## src/rtl/rtg_pkg.sv

```systemverilog
package rtg_pkg;

  typedef enum logic [1:0] {
    PH_SYNC  = 2'd0,
    PH_START = 2'd1,
    PH_DISP  = 2'd2,
    PH_END   = 2'd3
  } rtg_phase_e;

  // Phase that follows p; an empty end phase is skipped.
  function automatic rtg_phase_e rtg_succ(rtg_phase_e p, logic end_empty);
    case (p)
      PH_SYNC:  rtg_succ = PH_START;
      PH_START: rtg_succ = PH_DISP;
      PH_DISP:  rtg_succ = end_empty ? PH_SYNC : PH_END;
      default:  rtg_succ = PH_SYNC;
    endcase
  endfunction

endpackage

```

## src/rtl/rtg_line_latch.sv

```systemverilog
module rtg_line_latch #(
  parameter int W = 16
) (
  input  logic         clk,
  input  logic         rst_n,
  input  logic         load,
  input  logic [W-1:0] d,
  output logic [W-1:0] q
);
  always_ff @(posedge clk) begin
    if (!rst_n)    q <= '0;
    else if (load) q <= d;
  end

  p_hold_r8: assert property (@(posedge clk) disable iff (!rst_n)
    !load |=> $stable(q));
endmodule

```

## src/rtl/rtg_phase_seq.sv

```systemverilog
module rtg_phase_seq
  import rtg_pkg::*;
#(
  parameter int CW = 8
) (
  input  logic          clk,
  input  logic          rst_n,
  input  logic          step,
  input  logic [CW-1:0] len_sync,
  input  logic [CW-1:0] len_start,
  input  logic [CW-1:0] len_disp,
  input  logic [CW-1:0] len_end,
  output rtg_phase_e    phase,
  output logic          wrap,
  output logic          leave_disp
);
  logic [CW-1:0] cnt;
  logic [CW-1:0] len_cur;
  logic          at_end;
  logic          end_empty;
  rtg_phase_e    nxt;

  always_comb begin
    case (phase)
      PH_SYNC:  len_cur = len_sync;
      PH_START: len_cur = len_start;
      PH_DISP:  len_cur = len_disp;
      default:  len_cur = len_end;
    endcase
    end_empty  = (len_end == '0);
    at_end     = (cnt == len_cur - CW'(1));
    nxt        = rtg_succ(phase, end_empty);
    wrap       = step && at_end && (nxt == PH_SYNC);
    leave_disp = step && at_end && (phase == PH_DISP);
  end

  always_ff @(posedge clk) begin
    if (!rst_n) begin
      cnt   <= '0;
      phase <= PH_SYNC;
    end else if (step) begin
      if (at_end) begin
        cnt   <= '0;
        phase <= nxt;
      end else begin
        cnt <= cnt + CW'(1);
      end
    end
  end

  p_cnt_bound_r3: assert property (@(posedge clk) disable iff (!rst_n)
    cnt < len_cur);

  p_phase_order_r3: assert property (@(posedge clk) disable iff (!rst_n)
    (phase != $past(phase)) |-> (phase == rtg_succ($past(phase), $past(len_end) == '0)));

  p_step_only_r5: assert property (@(posedge clk) disable iff (!rst_n)
    !step |=> $stable(phase));
endmodule

```

## src/rtl/rtg_raster_timer.sv

```systemverilog
module rtg_raster_timer
  import rtg_pkg::*;
#(
  parameter int PIX_W      = 12,
  parameter int LINE_W     = 11,
  parameter int SX_W       = 10,
  parameter int SY_W       = 9,
  parameter int CHAR_SHIFT = 3
) (
  input  logic              clk,
  input  logic              rst_n,
  input  logic [15:0]       h_sync_cfg,
  input  logic [15:0]       h_disp_cfg,
  input  logic [15:0]       v_sync_cfg,
  input  logic [15:0]       v_disp_cfg,
  input  logic [15:0]       v_end_cfg,
  input  logic [LINE_W-1:0] raster_cmp,
  input  logic              raster_irq_en,
  input  logic [SX_W-1:0]   scroll_x,
  input  logic [SY_W-1:0]   scroll_y,
  output logic [PIX_W-1:0]  pix_x,
  output logic [LINE_W-1:0] line_y,
  output logic              hsync,
  output logic              vsync,
  output logic              h_active,
  output logic              v_active,
  output logic              disp_active,
  output logic              vblank_pulse,
  output logic              raster_hit,
  output logic [SX_W-1:0]   line_scroll_x,
  output logic [SY_W-1:0]   line_scroll_y
);
  localparam int NCFG = 5;
  localparam int HCW  = 8;   // up to 128 characters per phase
  localparam int VCW  = 10;  // up to 512 lines per phase
  localparam int SUBW = CHAR_SHIFT;

  logic              primed;
  logic [SUBW-1:0]   sub;
  logic              h_step, h_wrap, h_leave, v_wrap, v_leave;
  logic              cfg_load, scr_load;
  rtg_phase_e        h_ph, v_ph;
  logic [15:0]       cfg_raw [NCFG];
  logic [15:0]       cfg_sh  [NCFG];
  logic [HCW-1:0]    hl_sync, hl_start, hl_disp, hl_end;
  logic [VCW-1:0]    vl_sync, vl_start, vl_disp, vl_end;
  logic              unused_cfg;

  always_comb begin
    cfg_raw[0] = h_sync_cfg;
    cfg_raw[1] = h_disp_cfg;
    cfg_raw[2] = v_sync_cfg;
    cfg_raw[3] = v_disp_cfg;
    cfg_raw[4] = v_end_cfg;
  end

  assign cfg_load = !primed || v_wrap;
  assign scr_load = !primed || h_wrap;

  for (genvar g = 0; g < NCFG; g++) begin : g_shadow
    rtg_line_latch #(.W(16)) u_cfg (
      .clk (clk), .rst_n (rst_n), .load (cfg_load),
      .d (cfg_raw[g]), .q (cfg_sh[g])
    );
  end

  rtg_line_latch #(.W(SX_W)) u_scx (
    .clk (clk), .rst_n (rst_n), .load (scr_load), .d (scroll_x), .q (line_scroll_x)
  );
  rtg_line_latch #(.W(SY_W)) u_scy (
    .clk (clk), .rst_n (rst_n), .load (scr_load), .d (scroll_y), .q (line_scroll_y)
  );

  // Field decode with the stored offsets
  always_comb begin
    hl_sync  = HCW'(cfg_sh[0][4:0])  + HCW'(1);
    hl_start = HCW'(cfg_sh[0][14:8]) + HCW'(1);
    hl_disp  = HCW'(cfg_sh[1][6:0])  + HCW'(1);
    hl_end   = HCW'(cfg_sh[1][14:8]) + HCW'(1);
    vl_sync  = VCW'(cfg_sh[2][4:0])  + VCW'(1);
    vl_start = VCW'(cfg_sh[2][15:8]) + VCW'(2);
    vl_disp  = VCW'(cfg_sh[3][8:0])  + VCW'(1);
    vl_end   = VCW'(cfg_sh[4][7:0]);
  end

  assign unused_cfg = ^{cfg_sh[0][15], cfg_sh[0][7:5], cfg_sh[1][15], cfg_sh[1][7],
                        cfg_sh[2][7:5], cfg_sh[3][15:9], cfg_sh[4][15:8], h_leave};

  assign h_step = primed && (sub == '1);

  rtg_phase_seq #(.CW(HCW)) u_hseq (
    .clk (clk), .rst_n (rst_n), .step (h_step),
    .len_sync (hl_sync), .len_start (hl_start), .len_disp (hl_disp), .len_end (hl_end),
    .phase (h_ph), .wrap (h_wrap), .leave_disp (h_leave)
  );

  rtg_phase_seq #(.CW(VCW)) u_vseq (
    .clk (clk), .rst_n (rst_n), .step (h_wrap),
    .len_sync (vl_sync), .len_start (vl_start), .len_disp (vl_disp), .len_end (vl_end),
    .phase (v_ph), .wrap (v_wrap), .leave_disp (v_leave)
  );

  always_ff @(posedge clk) begin
    if (!rst_n) begin
      primed       <= 1'b0;
      sub          <= '0;
      pix_x        <= '0;
      line_y       <= '0;
      vblank_pulse <= 1'b0;
    end else begin
      primed       <= 1'b1;
      vblank_pulse <= v_leave;
      if (primed) begin
        sub   <= sub + SUBW'(1);
        pix_x <= h_wrap ? '0 : pix_x + PIX_W'(1);
        if (h_wrap) line_y <= v_wrap ? '0 : line_y + LINE_W'(1);
      end
    end
  end

  assign hsync       = primed && (h_ph == PH_SYNC);
  assign vsync       = primed && (v_ph == PH_SYNC);
  assign h_active    = primed && (h_ph == PH_DISP);
  assign v_active    = primed && (v_ph == PH_DISP);
  assign disp_active = h_active && v_active;
  assign raster_hit  = primed && raster_irq_en && (pix_x == '0) && (line_y == raster_cmp);

  p_vblank_single_r6: assert property (@(posedge clk) disable iff (!rst_n)
    vblank_pulse |=> !vblank_pulse);

  p_vblank_pos_r6: assert property (@(posedge clk) disable iff (!rst_n)
    vblank_pulse |-> (pix_x == '0 && !v_active));

  p_hit_single_r7: assert property (@(posedge clk) disable iff (!rst_n)
    raster_hit |=> !raster_hit);

  p_line_edge_r5: assert property (@(posedge clk) disable iff (!rst_n)
    (line_y != $past(line_y)) |-> (pix_x == '0));

  p_scroll_hold_r8: assert property (@(posedge clk) disable iff (!rst_n)
    (pix_x != '0) |-> ($stable(line_scroll_x) && $stable(line_scroll_y)));

  p_cfg_hold_r9: assert property (@(posedge clk) disable iff (!rst_n)
    (pix_x != '0 || line_y != '0) |-> $stable(cfg_sh[0]) && $stable(cfg_sh[2]));

  p_reset_quiet_r1: assert property (@(posedge clk)
    !primed |-> (!hsync && !vsync && !raster_hit && pix_x == '0));
endmodule

```

## config.mk

```make
export PLATFORM = sky130hd
export DESIGN_NAME = rtg_raster_timer
export DESIGN_NICKNAME = d
export VERILOG_FILES = /design/src/rtl/rtg_pkg.sv /design/src/rtl/rtg_line_latch.sv /design/src/rtl/rtg_phase_seq.sv /design/src/rtl/rtg_raster_timer.sv
export SDC_FILE = /design/constraint.sdc
export NUM_CORES = 1
export LEC_CHECK = 0
export BUFFER_PORTS_ARGS = -buffer_cell sky130_fd_sc_hd__buf_2
export CAP_MARGIN = 30
export CORE_MARGIN = 4
export CORE_UTILIZATION = 34
export CTS_CLUSTER_SIZE = 14
export DETAILED_ROUTE_END_ITERATION = 10
export GPL_TIMING_DRIVEN = 0
export SLEW_MARGIN = 20
export SYNTH_ARGS = -nofsm -noshare
export SYNTH_HDL_FRONTEND = slang
export SYNTH_SLANG_ARGS = --single-unit
```

## constraint.sdc

```tcl
create_clock -name clk -period 4.9 [get_ports clk]
set_input_delay 1.225 -clock clk [delete_from_list [all_inputs] [get_ports clk]]
set_output_delay 1.225 -clock clk [all_outputs]
set_load 0.02 [all_outputs]
```

### Yosys cells after proc, flatten, opt, wreduce, memory -nomap -nowiden

Index checks and enable logic that the tools add are counted.
Widths: inputs -> output; s select.

| word-level totals | value |
|---|---|
| register bits | 132 |

| cells by class | value |
|---|---|
| add/subtract/negate cells | 14 |
| equal/unequal tests | 8 |
| multiplexer cells | 11 |
| reduce and logical (&&, ||, !) cells | 27 |

Operators by type and width:

| cell | count |
|---|---|
| $pmux 10 s3 | 1 |
| $add 7x1->8 const B | 3 |
| $pmux 8 s3 | 1 |
| $logic_and 1x1->1 | 14 |
| $add 12x1->12 const B | 1 |
| $add 5x1->6 const B | 2 |
| $logic_not 12->1 | 1 |
| $mux 12 | 1 |
| $pmux 2 s3 | 2 |
| $add 11x1->11 const B | 1 |
| $eq 11x11->1 | 1 |
| $mux 11 | 1 |
| $add 10x1->10 const B | 1 |
| $add 9x1->10 const B | 1 |
| $eq 10x10->1 | 1 |
| $logic_not 10->1 | 1 |
| $mux 10 | 1 |
| $sub 10x1->10 const B | 1 |
| $add 8x2->9 const B | 1 |
| $add 8x1->8 const B | 1 |
| $eq 8x8->1 | 1 |
| $logic_not 2->1 | 4 |
| $logic_not 8->1 | 1 |
| $mux 8 | 1 |
| other kinds (10) | 16 |

### Logic depth before layout (Yosys ltp)

| depth | value |
|---|---|
| depth after elaboration | 9 |
| gate-level depth with buffers | 21 |
| depth with buffers taken out | 16 |

### Hierarchy

Synthesis repeated with hierarchy kept, for this count alone.

| unflattened totals | value |
|---|---|
| cells, all modules | 809 |
| area, all modules | 8062.7 um2 |

By module, submodules not included:

| module | times used | cells each | area an instance (um2) | seq. area each (um2) |
|---|---|---|---|---|
| rtg_line_latch at g_shadow[0].u_cfg ... | 5 | 51 | 615.6 | 320.3 |
| rtg_raster_timer | 1 | 266 | 2139.6 | 560.5 |
| rtg_phase_seq at u_vseq | 1 | 125 | 1189.9 | 240.2 |
| rtg_phase_seq at u_hseq | 1 | 104 | 943.4 | 200.2 |
| rtg_line_latch at u_scx | 1 | 31 | 374.1 | 200.2 |
| rtg_line_latch at u_scy | 1 | 28 | 337.8 | 180.2 |

### Least setup slack after synthesis

Ideal clock, no wire load.

| timing | value |
|---|---|
| path kind | reg2reg |
| start | register u_hseq.phase[0] |
| end | register g_shadow[0].u_cfg.q[0] |
| setup time | 120 ps |
| data arrival time | 4535 ps |
| required time | 4780 ps |
| path slack | 246 ps |
| stages on the path, launching flop included | 20 |
| buffers on the path | 5 |
| clock period less this slack | 4654 ps |
| cells stage by stage | dfxtp_1 > inv_1 > ha_1 > buf_4 > buf_2 > mux2_2 > ha_1 > a221o_1 > o21ai_0 > nand2_1 > or3_1 > or4b_1 > a211oi_1 > nor3_1 > or4_1 > clkbuf_1 > o31a_1 > buf_6 > buf_6 > mux2i_1 |

| on the way | value |
|---|---|
| longest elaborated chain between the ends | 9 |
| elaborated cells between the ends (all ways) | 13 |
| classes of those cells | add/sub (1); eq/ne (3); mux (2); reduce/logical (7) |

Ends and longest elaborated chain:

| item | RTL line | RTL |
|---|---|---|
| start, declared | rtg_phase_seq.sv:13 | `output rtg_phase_e phase,` |
| start signal, assigned | rtg_phase_seq.sv:44 | `phase <= nxt;` |
| $eq 2x2->1, or another cell as far along | n/a |  |
| $pmux 8 s3 | rtg_phase_seq.sv:24 | `case (phase)` |
| $sub 8x1->8 | rtg_phase_seq.sv:31 | `at_end = (cnt == len_cur - CW'(1));` |
| $eq 8x8->1 | rtg_phase_seq.sv:31 |  |
| $logic_and 1x1->1 | rtg_phase_seq.sv:33 | `wrap = step && at_end && (nxt == PH_SYNC);` |
| $logic_and 1x1->1 (*) (3 in series) | rtg_phase_seq.sv:33 |  |
| $logic_or 1x1->1 (*) | rtg_raster_timer.sv:57 | `assign cfg_load = !primed \|\| v_wrap;` |
| end signal, assigned | rtg_line_latch.sv:11 | `if (!rst_n) q <= '0;` |
| end signal, assigned | rtg_line_latch.sv:12 | `else if (load) q <= d;` |
| end, declared | rtg_line_latch.sv:8 | `output logic [W-1:0] q` |

Every way passes the cells marked *; elsewhere a longest branch is shown, timed or not.
A chain may end at the register's enable or synchronous reset.

### Worst setup path after layout

| timing | value |
|---|---|
| start | register u_hseq.phase[0] |
| end | register g_shadow[2].u_cfg.q[10] |

| on the way | value |
|---|---|
| longest elaborated chain between the ends | 9 |
| elaborated cells between the ends (all ways) | 13 |
| classes of those cells | add/sub (1); eq/ne (3); mux (2); reduce/logical (7) |

Ends and longest elaborated chain:

| item | RTL line |
|---|---|
| $eq 2x2->1, or another cell as far along | n/a |
| $pmux 8 s3 | rtg_phase_seq.sv:24 |
| $sub 8x1->8 | rtg_phase_seq.sv:31 |
| $eq 8x8->1 | rtg_phase_seq.sv:31 |
| $logic_and 1x1->1 | rtg_phase_seq.sv:33 |
| $logic_and 1x1->1 (*) (3 in series) | rtg_phase_seq.sv:33 |
| $logic_or 1x1->1 (*) | rtg_raster_timer.sv:57 |
| end signal, assigned | rtg_line_latch.sv:11 |
| end signal, assigned | rtg_line_latch.sv:12 |
| end, declared | rtg_line_latch.sv:8 |

Marked as above.

==> impl.org <==
** Worst setup path
- For flop-to-flop paths, the worst setup slack is 0.13 ns.
- Cells along the critical path :: inv_2 > ha_2 > buf_6 > buf_6 > mux2_2 > ha_1 > a221o_1 > o21ai_2 > nand2_1 > or3_4 > or4b_4 > a211oi_4 > nor3_4 > or4_4 > o31a_1 > buf_2 > buf_4 > mux2i_1
- Number of cells traversed by the worst register-to-register path :: 18
- Among the stages of the critical path, the cell type that occurs most often is buf_6.
- In this run the critical register-to-register path is launched from u_hseq.phase[0].
- The most critical setup path has its startpoint at u_hseq.phase[0].
- Required time of the critical path :: between 5 and 6 ns
- The largest individual stage delay along the critical path comes from the cell or4_4.
- Arrival @ worst endpoint :: ~5 ns
- In this design, the stage delay of the slowest critical-path cell is roughly 0.6 ns.
- The critical path runs through a total of 18 cells.
- The worst setup path is launched from a register.
- On the critical path the largest part of the delay comes from simple AND/OR/NAND/NOR gates.
- Worst Setup EP :: g_shadow[2].u_cfg.q[10]
- Critical Path Sink Type :: register
- Critical path class :: reg2reg
- Crit path buf inv count :: 5
- Reg-to-reg endpoint :: g_shadow[2].u_cfg.q[10]
- Of all nets on the critical path, the largest fanout is 6.

** Power and ir drop
- Power spread over the standard cell area amounts to ~310 nW/um2.
- Internal power :: approximately 2 mW
- Power spent charging and discharging nets :: 0.694 mW
- Overall Power :: 2.73 mW
- Of the total power, the clock network draws 49.1%.
- Switching Fraction :: 25.4%
- Portion of total power attributed to sequential cells :: around two fifths
- Worst supply voltage drop on vdd :: between 200 and 250 uV
- The analysis attributes to cell leakage a power of roughly 3.7 nW.
- Combinational logic is responsible for between 10% and 20% of the overall power.

** Place
- Detailed placement finished with a half-perimeter wire length of between 10000 and 15000 um.
- Including well taps, the total number of placed cells is approximately 1300.
- GP Congestion :: ~0.85
- At the placement stage, the worst setup path has a slack of -0.388 ns.
- In this run the cell area measured after placement is around 8100 um2.
- Buffers on Ports :: around 140

** Timing
- In the final timing run, aggregate negative setup slack is 0 ns.
- Minimum clock period after layout :: roughly 4.8 ns
- For the pin with the worst max-slew slack, the measured transition is ~0.85 ns.
- Count of endpoints failing hold in the final timing report :: 0
- Final Max Tran Viols :: 0
- Hold timing on the final database bottoms out at a slack of around 0.47 ns.
- Setup skew after layout :: approximately 0.014 ns
- The worst pin sits at a relative slew slack of 43.3%.
- Final setup violation count :: 0
- Of the available clock period, the critical path in the final layout requires 97.3%.
- Max Freq :: 210 MHz
- The worst path meets setup with 0.130 ns of slack.

** Hold path
- The min-delay analysis places its worst path in the category reg2reg.

** Cells and area
- In the final design database the tool counted ~1200 nets.
- Antenna diode count :: 0
- Number of standard cells in the final layout excluding fillers :: approximately 1300
- Most common cell after layout, fill and taps aside :: nand2_1
- Final standard cell utilization of the core :: 43.9%
- Relative to the synthesized area, the layout overhead comes to 25.8%.
- After routing the design area is roughly 8900 um2.
- Commonest non-fill, non-tap cells in the layout :: nand2_1, buf_2, dfxtp_1
- The post-route netlist has 21.6% of its cells at a drive strength greater than 1.

** Clocking
- The clock passes through at most 2 buffers.
- CTS buffer count :: 17
- The clock tree synthesis step divided the H-tree into 4 levels.
- CTS saw 125 sinks.
- Clock-pin slew was measured on the worst setup and hold paths at 0.06 ns.
- CTS tree :: built
- Clock insertion delay at the later pin of the skew report :: 0.43 ns
- Cell at the root of the clock tree :: clkbuf_16

** Route
- DR pass1 iterations :: 5
- Number of design-rule violations left by the first detailed-router iteration :: just under 400
- Vias after detailed routing :: 6798
- In this run the remaining antenna-violating nets after routing total 0.
- Vias per inst :: between 5 and 6
- Total detailed-routing wirelength :: approximately 20000 um
- Remaining routing DRC violations :: 0
- In the final routed layout, each cell accounts on average for between 15 and 20 um.

** Global route
- Global routing consumed, over all layers together, approximately 17% of the routing resources.
- Maximum number of pins on one net before global-route repair :: 17
- The initial antenna violation count came to 0.
- Global routing finished with a remaining overflow of 0.
- The number of global-route vias before repair is about 6200.
- Wire length of the first global-routing pass :: around 32000 um

** Status
- Result of the run :: finished clean

** Synth
- Synthesis Warnings :: 0
- Portion of the post-synthesis area used by sequential elements :: 35.2%
- After synthesis the netlist holds a flip-flop and latch count of between 100 and 150.
- Synthesis produced a netlist whose cell count is 877.
- Most used DFF post-synth :: dfxtp_1
- Number of synthesized flops with an enable pin :: 0
- Number of distinct standard cells referenced by the synthesized netlist :: 63
- Synthesized area :: 7100 um2
- The number of nets in the synthesized netlist is slightly above 1000.
- For this run, asynchronously set or reset flops after synthesis account for 0%.
- Synth Area per Inst :: ~8.1 um2

** Die
- The initialized floorplan defines 52 standard-cell rows.
- In this run the horizontal extent of the chip is between 150 and 200 um.
- The core region is between 20000 and 25000 um2.
- DIE AREA :: about 23000 um2
- For this design the top-level I/O count stands at 162.
- Measured along the y axis, the die boundary spans approximately 150 um.
- The initial utilization of the core area, before any placement, comes to 34.9%.

** Flow run
- # Max-Cap Violations :: 0
worst reg2reg max path, cell delays in order, from the launching register on:
cell	delay [ns]
dfxtp_2	0.33
inv_2	0.07
ha_2	0.17
buf_6	0.12
buf_6	0.11
mux2_2	0.33
ha_1	0.29
a221o_1	0.31
o21ai_2	0.08
nand2_1	0.11
or3_4	0.40
or4b_4	0.54
a211oi_4	0.28
nor3_4	0.09
or4_4	0.61
o31a_1	0.35
buf_2	0.21
buf_4	0.15
mux2i_1	0.10
state kept, by name, indices dropped and copies added, names as in the netlist:
name / flops
u_scx.q: 10
g_shadow.u_cfg.q: 56
u_hseq.phase: 2
u_vseq.cnt: 10
u_hseq.cnt: 8
sub: 3
vblank_pulse: 1
u_scy.q: 9
pix_x: 12
primed: 1
u_vseq.phase: 2
line_y: 11
cell families (layout without fill, tap and decap cells):
kind of cell | count (synthesis) | in the layout | share of synthesized area, %
simple gates | 377 | 377 | 25.6
compound gates | 138 | 138 | 11.8
flops | 125 | 125 | 35.2
mux | 77 | 77 | 11.4
buf+inv | 77 | 258 | 4.77
xor+xnor | 64 | 64 | 7.89
fa+ha+maj | 19 | 19 | 3.35
power groups by stage:
stage	Sequential (mW)	Combinational (mW)	Clock, mW
after CTS	1.10	0.286	1.36
after global placement	1.12	0.277	0
after detailed placement	1.12	0.280	0
after global routing	1.10	0.325	1.41
final	1.10	0.293	1.34
after floorplan	1.12	0.176	0
final cells by class:
type | count | area, um2
plain buffers | 48 | 249
multi-input cells | 675 | 4330
inverters | 28 | 105
flip-flops and latches | 125 | 2500
clock inverters | 11 | 156
repair buffers | 150 | 778
clock buffers | 21 | 470
fillers | 2079 | 11400
well taps | 270 | 338
worst min path at each step:
stage	start	cells past startpoint	end
floorplan	g_shadow[2].u_cfg.q[8]	2	g_shadow[2].u_cfg.q[8]
global placement	g_shadow[2].u_cfg.q[8]	2	g_shadow[2].u_cfg.q[8]
detailed placement	g_shadow[1].u_cfg.q[1]	2	g_shadow[1].u_cfg.q[1]
CTS	g_shadow[2].u_cfg.q[8]	2	g_shadow[2].u_cfg.q[8]
global route	g_shadow[1].u_cfg.q[6]	2	g_shadow[1].u_cfg.q[6]
finish	g_shadow[1].u_cfg.q[6]	2	g_shadow[1].u_cfg.q[6]
cells in the mapped netlist (4+ instances only):
cell / instances / area share, %
or3_1: 16 / 1.4
nor2_1: 56 / 3.0
mux2i_1: 68 / 9.6
buf_2: 4 / 0.28
nand2b_1: 8 / 0.70
mux2_2: 6 / 0.95
dfxtp_1: 125 / 35
o31ai_1: 10 / 1.1
clkbuf_1: 34 / 1.8
and3_1: 10 / 0.88
a31oi_1: 7 / 0.62
a21oi_1: 50 / 3.5
nand3_1: 53 / 3.7
buf_6: 5 / 0.79
nor4_1: 10 / 0.88
inv_1: 28 / 1.5
ha_1: 19 / 3.3
nor3b_1: 4 / 0.42
nand4_1: 21 / 1.8
buf_1: 4 / 0.21
and4_1: 5 / 0.62
o21ai_0: 40 / 2.8
nand2_1: 150 / 7.9
or4_1: 13 / 1.4
xnor2_1: 32 / 3.9
xor2_1: 32 / 3.9
nand4b_1: 4 / 0.49
nor3_1: 16 / 1.1
routing by layer:
layer	vias up	wire, um	global-route usage, %	part of all wire, %
met5	-	0	0	0
li1	3439	-	-	-
met4	0	305	4.79	1.5
met2	225	8640	25.2	43
met3	24	1260	3.46	6.3
met1	3110	9830	23.7	49
timing repair:
| item | 4_1_cts | 5_1_grt |
|---|---|---|
| setup buffers | 1 | 10 |
| gates resized for setup | 10 | 27 |
| endpoints found under the hold margin | 0 | 0 |
| setup endpoints to repair | 108 | 109 |
| pin swaps | 3 | 6 |
| gates cloned | 0 | 1 |
| hold buffers | 0 | 0 |
Note: power is estimated with default switching activity, not from simulation.
